`config.mk`:
```
export PLATFORM = sky130hd
export DESIGN_NAME = bp_frame_sync
export DESIGN_NICKNAME = d
export VERILOG_FILES = /design/src/rtl/bfs_pkg.sv /design/src/rtl/bfs_shift.sv /design/src/rtl/bfs_phase_ctrl.sv /design/src/rtl/bp_frame_sync.sv
export SDC_FILE = /design/constraint.sdc
export NUM_CORES = 1
export LEC_CHECK = 0
export CAP_MARGIN = 20
export CORE_AREA = 10 10 47 49
export CTS_CLUSTER_SIZE = 24
export DETAILED_ROUTE_END_ITERATION = 8
export DIE_AREA = 0 0 57 59
export PLACE_DENSITY_LB_ADDON = 0.2
export RECOVER_POWER = 50
export SKIP_CTS_REPAIR_TIMING = 1
export SYNTH_ARGS = -nofsm -noshare
export SYNTH_HDL_FRONTEND = slang
export SYNTH_SLANG_ARGS = --single-unit
```
`constraint.sdc`:
```
create_clock -name clk_i -period 1.7 [get_ports clk_i]
set_input_delay 0.51 -clock clk_i [delete_from_list [all_inputs] [get_ports clk_i]]
set_output_delay 0.51 -clock clk_i [all_outputs]
set_load 0.005 [all_outputs]
```
`src/rtl/bfs_pkg.sv`:
```
package bfs_pkg;
    timeunit 1ns;
    timeprecision 100ps;

    localparam int unsigned BP_W = 2;

    typedef logic [BP_W-1:0] bp_idx_t;

    typedef enum logic [1:0] {
        MUX_STATIC = 2'd0,
        MUX_DUAL   = 2'd1,
        MUX_TRI    = 2'd2,
        MUX_QUAD   = 2'd3
    } mux_mode_e;

    typedef struct packed {
        mux_mode_e mode;
        bp_idx_t   phase;
        logic      pull;
    } frame_state_t;

    // index of the final active backplane for a mode
    function automatic bp_idx_t last_bp(input logic [1:0] m);
        return bp_idx_t'(m);
    endfunction

    // phase a foreign asserter holds once its pulse has crossed the synchronizer
    function automatic bp_idx_t realign_phase(input logic [1:0] m, input int unsigned stages);
        int unsigned n;
        n = int'(m) + 1;
        return bp_idx_t'(stages % n);
    endfunction
endpackage

```
`src/rtl/bfs_shift.sv`:
```
module bfs_shift #(
    parameter int unsigned DEPTH     = 2,
    parameter logic        RESET_VAL = 1'b0
) (
    input  logic clk_i,
    input  logic rst_ni,
    input  logic d_i,
    output logic q_o
);
    timeunit 1ns;
    timeprecision 100ps;

    logic [DEPTH-1:0] stage_d;
    logic [DEPTH-1:0] stage_q;

    generate
        if (DEPTH == 1) begin : g_single
            always_comb begin
                stage_d = d_i;
            end
        end else begin : g_chain
            always_comb begin
                stage_d = {stage_q[DEPTH-2:0], d_i};
            end
        end
    endgenerate

    always_ff @(posedge clk_i or negedge rst_ni) begin
        if (!rst_ni) begin
            stage_q <= {DEPTH{RESET_VAL}};
        end else begin
            stage_q <= stage_d;
        end
    end

    assign q_o = stage_q[DEPTH-1];
endmodule

```
`src/rtl/bfs_phase_ctrl.sv`:
```
module bfs_phase_ctrl
    import bfs_pkg::*;
#(
    parameter int unsigned SYNC_STAGES = 2
) (
    input  logic      clk_i,
    input  logic      rst_ni,
    input  mux_mode_e mode_i,
    input  logic      line_sync_i,
    input  logic      echo_i,
    output bp_idx_t   phase_o,
    output logic      pull_o
);
    timeunit 1ns;
    timeprecision 100ps;

    frame_state_t st_d;
    frame_state_t st_q;
    logic         mode_chg;
    logic         foreign;

    always_comb begin
        st_d     = st_q;
        mode_chg = (mode_i != st_q.mode);
        foreign  = !line_sync_i && !echo_i;

        if (mode_chg) begin
            st_d.mode  = mode_i;
            st_d.phase = '0;
        end else if (foreign) begin
            st_d.phase = realign_phase(st_q.mode, SYNC_STAGES);
        end else if (st_q.phase >= last_bp(st_q.mode)) begin
            st_d.phase = '0;
        end else begin
            st_d.phase = st_q.phase + bp_idx_t'(1);
        end

        st_d.pull = (st_d.phase == last_bp(st_d.mode));
    end

    always_ff @(posedge clk_i or negedge rst_ni) begin
        if (!rst_ni) begin
            st_q <= '{mode: MUX_STATIC, phase: '0, pull: 1'b0};
        end else begin
            st_q <= st_d;
        end
    end

    assign phase_o = st_q.phase;
    assign pull_o  = st_q.pull;
endmodule

```
`src/rtl/bp_frame_sync.sv`:
```
module bp_frame_sync
    import bfs_pkg::*;
#(
    parameter int unsigned SYNC_STAGES = 2
) (
    input  logic       clk_i,
    input  logic       rst_ni,
    input  logic [1:0] mux_mode_i,
    input  logic       sync_line_i,
    output logic [1:0] bp_idx_o,
    output logic       sync_pull_o
);
    timeunit 1ns;
    timeprecision 100ps;

    logic line_sync_w;
    logic echo_w;

    // sensed line, idles high
    bfs_shift #(.DEPTH(SYNC_STAGES), .RESET_VAL(1'b1)) i_line_sync (
        .clk_i (clk_i),
        .rst_ni(rst_ni),
        .d_i   (sync_line_i),
        .q_o   (line_sync_w)
    );

    // own pull delayed to match the synchronizer, masks self-echo
    bfs_shift #(.DEPTH(SYNC_STAGES), .RESET_VAL(1'b0)) i_echo (
        .clk_i (clk_i),
        .rst_ni(rst_ni),
        .d_i   (sync_pull_o),
        .q_o   (echo_w)
    );

    bfs_phase_ctrl #(.SYNC_STAGES(SYNC_STAGES)) i_ctrl (
        .clk_i      (clk_i),
        .rst_ni     (rst_ni),
        .mode_i     (mux_mode_e'(mux_mode_i)),
        .line_sync_i(line_sync_w),
        .echo_i     (echo_w),
        .phase_o    (bp_idx_o),
        .pull_o     (sync_pull_o)
    );
endmodule

```
Word level (Yosys, flattened, before mapping)
Cells that the tools add are included.
{"block": "totals", "ff_bits": 9, "in_bits": 5}
{"block": "classes", "order_cmp": 1, "add_sub_neg": 2, "muxes": 4, "reduce_logical": 3, "n_eq_ne": 2, "div_mod_pow": 1}
{"operator": "modulo 2 x 32 -> 32 bit (first input constant)", "count": 1}
{"operator": "two-way mux 2 bit", "count": 4}
{"operator": "adder 2 x 1 -> 3 bit (second input constant)", "count": 1}
{"operator": "adder 2 x 1 -> 2 bit (second input constant)", "count": 1}
{"operator": "equality test 2 bit", "count": 1}
{"operator": "greater-or-equal comparator 2 bit", "count": 1}
{"operator": "logical NOT 1 bit", "count": 2}
{"operator": "inequality test 2 bit", "count": 1}
{"operator": "logical AND 1 bit", "count": 1}

Logic depth before layout (Yosys ltp)
Gate-level depths: netlist of the first run.
{"block": "logic_depth", "depth_word": 5, "ltp_mapped": 7}

Modules after synthesis
A second synthesis of the first run with hierarchy kept.
{"block": "hier_totals", "cells_unflattened": 31, "hier_area_um2": 391.6}
{"module": "bfs_phase_ctrl", "cells_per_inst": 27, "instances": 1, "area_per_inst_um2": 289.0}
{"module": "bfs_shift at i_line_sync", "cells_per_inst": 2, "instances": 1, "area_per_inst_um2": 52.6}
{"module": "bfs_shift at i_echo", "cells_per_inst": 2, "instances": 1, "area_per_inst_um2": 50.0}

Worst setup path before layout of the first run
Ideal clock, no wire load.
{"block": "synth_timing", "path_type": "reg-to-reg", "from": "register i_ctrl.st_q, in the netlist i_ctrl.phase_o[0]", "to": "register i_ctrl.st_q, in the netlist i_ctrl.pull_o", "path_slack_ns": 0.004, "setup_ns": 0.120, "path_buffers": 0, "path_stages_with_launch": 8, "arrival_time_ns": 1.576, "synth_period_minus_slack_ns": 1.696, "cell_sequence": "dfrtp_1 inv_1 ha_1 nand2b_4 a211o_1 a211oi_2 xor2_1 nor2_1"}
{"item": "from (decl)", "line_no": "bfs_phase_ctrl.sv:18", "rtl": "frame_state_t st_q;"}
{"item": "from (signal assigned)", "line_no": "bfs_phase_ctrl.sv:43", "rtl": "st_q <= '{mode: MUX_STATIC, phase: '0, pull: 1'b0};"}
{"item": "from (signal assigned)", "line_no": "bfs_phase_ctrl.sv:45", "rtl": "st_q <= st_d;"}

==> results.toml, run 1 <==
[worst_setup_path]
required_ps = 1850
regToRegEndpoint = "i_ctrl.pull_o"
critical_path_class = "flip-flop to flip-flop"
r2r_slack_ps = -20
rr_worst_depth = 7
worstSetupStartpointType = "flip-flop"
crit_arrival_ps = 1860
rr_startpoint = "i_ctrl.phase_o[0]"
worstSetupEndpointType = "flip-flop"
endpoint = "i_ctrl.pull_o"
cp_max_fo = 2
startpoint = "i_ctrl.phase_o[0]"

[logic_synthesis]
synth_top_cell_area_share_pct = 44.7
yosysTopAreaCell = "dfrtp_1"
ys_top_cells_by_area = "dfrtp_1, dfstp_2, xor2_1, ha_1, xnor2_1"
yosysWarnings = 0
ys_types = 15
syn_nets = 38
synth-seq-cells = 9
synthCells = 31
avgSynthCellArea_um2 = 12.6
synth.yosys.seq_area_share_pct = 58.1
synthesis.area_um2 = 392

[route]
dr_wl_met3_um = 29
via_per_inst = 3.92
wl_met1_um = 261
wl_um = 606
wl_per_cell_um = 9.93
met2_length_um = 316
highest_layer = "met3"
drc = 0
dr.pass1.iters = 1
vias = 239
drt-initial-drc-count = 0
antenna_left = 0

[power]
switchingPower_w = 0.000111
power.leakage_nw = 0.280
ir_drop_mv = 0.441
pwr-share-comb_pct = 16.8
seq_power_share_pct = 49.9
pwr-share-clk_pct = 33.3
p_per_area_mw_per_mm2 = 877
swShare_pct = 23.5
internal-power_w = 0.000364

[placed_design]
numPortBuffers = 7
gp_congestion = 0.674
hpwl_um = 520
dpl_cell_area_um2 = 497
pre_cts_ws_ps = -126
dp.cells = 55

[grt]
antenna_found_initial = 0
grt_pass1_wl_mm = 1.00
grt.overflow.total = 0
grt_usage_pct = 3.82
grt_start_max_net_pins = 10
grt_pass1_vias = 245

[floorplan]
core_mm2 = 0.00140
initial_utilization_pct = 27.9
die_w_um = 57
die_area_mm2 = 0.00336
pin_count = 8
die_h_um = 59
rows = 14

[clock_tree]
cts.sinks = 9
cts_tree = "done"
clock_path_buffers = 2
clkLatencyLatePin_ps = 250
numCtsBuffers = 3
ctsRootBufferMaster = "clkbuf_4"
path_clk_slew_ps = 60
htreeDepth = 1

[run_status]
status = "complete, but fails checks"
violations = "setup timing"

[cells_and_area]
fillers = 146
stdcell_area_um2 = 542
area_growth_pct = 38.3
final_cells = 61
seqCellArea_um2 = 228
multi_input_area_um2 = 134
drive_above_1_share_pct = 35.6
final_cell_mix = "dfrtp_1, buf_4, clkdlybuf4s50_1, xor2_1, clkbuf_4"
final_nets = 53
antenna_cells = 0

[sta]
setup_ws_ps = -16.5
finalHoldViolCount = 0
post-route-period-util_pct = 101
report.final.slew_viol_count = 0
clock.fmax_ghz = 0.583
layout_min_cycle_time_ps = 1720
setup_viol = 1
rsz0062_at_grt = "yes"
finClkSkew_ps = 5.97
worst_slew_pin_slew_ps = 382
setup_tns_ps = -16.5
slew_headroom_pct = 74.5

[flow_run]
cap_violations = 0

[min_path]
hp-class = "flip-flop to flip-flop"
## cell usage after synthesis, drive strengths merged
master and count:
a21oi 1, dfstp 2, xnor2 2, xor2 3
nor3 1, ha 2, nand2 2, buf 2
clkbuf 2, a211oi 1, dfrtp 7, a211o 1
nand2b 1, nor2 2, inv 2
## metrics by stage
stage          utilization (%)  hold slack (ps)  power, W
6_report                  38.7              350  0.000475
3_5_place_dp              35.4              336  0.000322
4_1_cts                   37.4              351  0.000482
3_3_place_gp              35.4              334  0.000320
5_1_grt                   38.7              366  0.000504
2_1_floorplan                -              214  0.000284
## state kept, by name (all words and copies together) (netlist names)
| register | flops |
|---|---|
| i_echo.stage_q | 2 |
| i_line_sync.stage_q | 2 |
| i_ctrl.pull_o | 1 |
| i_ctrl.st_q | 2 |
| i_ctrl.phase_o | 2 |
## metal layers
layer	track usage [%]	vias to the layer above
met5	0	-
met4	3.02	0
met3	2.15	0
met2	5.74	4
met1	3.86	111
li1	-	124
## worst max-delay path, stage by stage (launching register included)
cell and delay, ps:
dfrtp_1 340, inv_1 40, ha_1 280, nand2b_4 130, a211o_1 290, a211oi_2 300
xor2_1 170, nor2_1 60
## worst min-delay path by stage
stage	startpoint	end	slack, ps	cells after the start
after detailed placement	i_echo.stage_q[0]	i_echo.stage_q[1]	340	0
after CTS	i_echo.stage_q[0]	i_echo.stage_q[1]	350	0
final	i_echo.stage_q[0]	i_echo.stage_q[1]	350	0
after global routing	i_line_sync.stage_q[0]	i_line_sync.stage_q[1]	370	0
after global placement	i_echo.stage_q[0]	i_echo.stage_q[1]	330	0
after floorplan	rst_ni	i_ctrl.phase_o[0]	210	0
## area by class of cell
type | count | area share (%)
sequential | 9 | 42.0
multi-input combinational | 16 | 24.7
timing repair buffer | 14 | 23.1
clock buffer | 3 | 4.16
tap | 16 | 3.70
inverter | 2 | 1.39
clock inverter | 1 | 0.924
## power by group through the flow
| stage | sequential [W] | clock [W] | combinational, W |
|---|---|---|---|
| finish | 0.000237 | 0.000158 | 0.0000798 |
| global route | 0.000239 | 0.000176 | 0.0000890 |
| CTS | 0.000238 | 0.000164 | 0.0000802 |
| detailed placement | 0.000242 | 0 | 0.0000800 |
| global placement | 0.000241 | 0 | 0.0000787 |
| floorplan | 0.000243 | 0 | 0.0000414 |
## cell families after synthesis
kind of cell	share of synthesized area (%)
AOI/OAI and AO/OA	6.71
xor gates and xnor gates	11.2
adders and majority gates	6.39
buffers and inverters	7.67
DFF	58.1
and+or+nand+nor	9.90
Power figures use the tool's default switching activity.
==> inputs of run 2 (changes only) <==
--- a/config.mk
+++ b/config.mk
@@ -7,7 +7,7 @@
 export LEC_CHECK = 0
 export CAP_MARGIN = 20
 export CORE_AREA = 10 10 47 49
-export CTS_CLUSTER_SIZE = 24
+export CTS_CLUSTER_SIZE = 8
 export DETAILED_ROUTE_END_ITERATION = 8
 export DIE_AREA = 0 0 57 59
 export PLACE_DENSITY_LB_ADDON = 0.2
==> results of run 2 <==
The final DEF is identical to that of run 1; final timing and power are the same.
==> inputs of run 3 (changes only) <==
==> constraint.sdc (replaced) <==
create_clock -name clk_i -period 2.2 [get_ports clk_i]
set_input_delay 0.66 -clock clk_i [delete_from_list [all_inputs] [get_ports clk_i]]
set_output_delay 0.66 -clock clk_i [all_outputs]
set_load 0.005 [all_outputs]
==> results.toml, run 3 (synthesis gave the netlist of run 1 again) <==
[run_status]
status = "complete, no violations"

[sta]
post-route-period-util_pct = 83.7
worst_slew_pin_slew_ps = 397
rsz0062_at_grt = "no"
report.final.slew_viol_count = 0
finalHoldViolCount = 0
clock.fmax_ghz = 0.543
finClkSkew_ps = 1.13
setup_viol = 0
setup_tns_ps = 0
slew_headroom_pct = 73.4
layout_min_cycle_time_ps = 1840

[cells_and_area]
seqCellArea_um2 = 228
fin_util_pct = 34.6
antenna_cells = 0
final_common_cell = "dfrtp_1"
final_cell_mix = "dfrtp_1, dlygate4sd3_1, xor2_1, clkbuf_4, clkdlybuf4s50_1"
stdcell_area_um2 = 485
drive_above_1_share_pct = 21.1
multi_input_area_um2 = 134
area_growth_pct = 24.0
final_cells = 54
final_nets = 46
fillers = 152

[grt]
grt_pass1_wl_mm = 1.00
grt_start_max_net_pins = 10
grt.overflow.total = 0
antenna_found_initial = 0
grt_usage_pct = 3.99
grt_pass1_vias = 224

[placed_design]
gp_congestion = 0.738
dpl_cell_area_um2 = 459
dp.cells = 50
hpwl_um = 463
numPortBuffers = 7

[clock_tree]
clkLatencyLatePin_ps = 250
numCtsBuffers = 3
ctsRootBufferMaster = "clkbuf_4"
cts.sinks = 9
path_clk_slew_ps = 60
clock_path_buffers = 2
htreeDepth = 1
cts_tree = "done"

[route]
drt-initial-drc-count = 1
wl_um = 555
via_per_inst = 4.02
drc = 0
wl_per_cell_um = 10.3
vias = 217
dr.pass1.iters = 2
antenna_left = 0

[worst_setup_path]
cp_top_family = "buffers and inverters"
worstSetupStartpointType = "flip-flop"
critical_path_class = "flip-flop to output port"
crit_arrival_ps = 1180
required_ps = 1540
worstSetupEndpointType = "output port"
slowest_delay_ps = 530
slowest_stage = "clkdlybuf4s50_1"
cp_max_fo = 4
crit_buf_inv = 1
path_cells = "clkdlybuf4s50_1"

[power]
switchingPower_w = 0.0000811
ir_drop_mv = 0.304
power.leakage_nw = 0.224
swShare_pct = 22.7
pwr-share-comb_pct = 13.8
pwr-share-clk_pct = 34.3
seq_power_share_pct = 51.9
p_per_area_mw_per_mm2 = 735
internal-power_w = 0.000276

[flow_run]
cap_violations = 0

[floorplan]
core_mm2 = 0.00140
die_w_um = 57
die_area_mm2 = 0.00336
pin_count = 8
die_h_um = 59
initial_utilization_pct = 27.9
rows = 14

[min_path]
hp-class = "flip-flop to flip-flop"
-- run 3: final timing paths --
path	end	startpoint	slack, ps	depth (start not counted)
worst max-delay path	bp_idx_o[0]	i_ctrl.phase_o[0]	360	1
worst min-delay path	i_echo.stage_q[1]	i_echo.stage_q[0]	350	0
worst max register to register	i_ctrl.pull_o	i_ctrl.phase_o[0]	400	7
worst min register to register	i_echo.stage_q[1]	i_echo.stage_q[0]	350	0
max in group asynchronous	i_line_sync.stage_q[1]	rst_ni	1110	1
min in group asynchronous	i_ctrl.phase_o[1]	rst_ni	770	1
-- run 3: metal layers --
layer / wire length, µm / global-route usage (%) / share of wire, % / vias up
met5: 0 / 0 / 0 / -
met4: 10 / 5.03 / 1.8 / 0
met3: 34 / 1.50 / 6.1 / 2
met2: 264 / 5.43 / 48 / 4
met1: 245 / 4.19 / 44 / 101
li1: - / - / - / 110
-- run 3: layout make-up --
cell class                      count  share of cell area (%)
Sequential cell                     9                    46.9
Multi-Input combinational cell     16                    27.6
Clock buffer                        4                    5.41
Tap cell                           16                    4.12
Timing Repair Buffer                7                    14.4
Inverter                            2                    1.55
-- run 3: power groups by stage --
stage	Clock, W	Combinational, W	Sequential [W]
after floorplan	0	0.0000320	0.000187
after CTS	0.000129	0.0000525	0.000185
after global placement	0	0.0000511	0.000188
after detailed placement	0	0.0000523	0.000188
after global routing	0.000140	0.0000563	0.000187
final	0.000122	0.0000494	0.000185
-- run 3: per-stage QoR --
stage | hold WS, ps | worst slack, ps | power, W
after floorplan | 331 | 504 | 0.000219
after global placement | 333 | 209 | 0.000239
after detailed placement | 337 | 192 | 0.000241
after CTS | 350 | 329 | 0.000367
after global routing | 360 | 289 | 0.000383
final | 348 | 358 | 0.000357
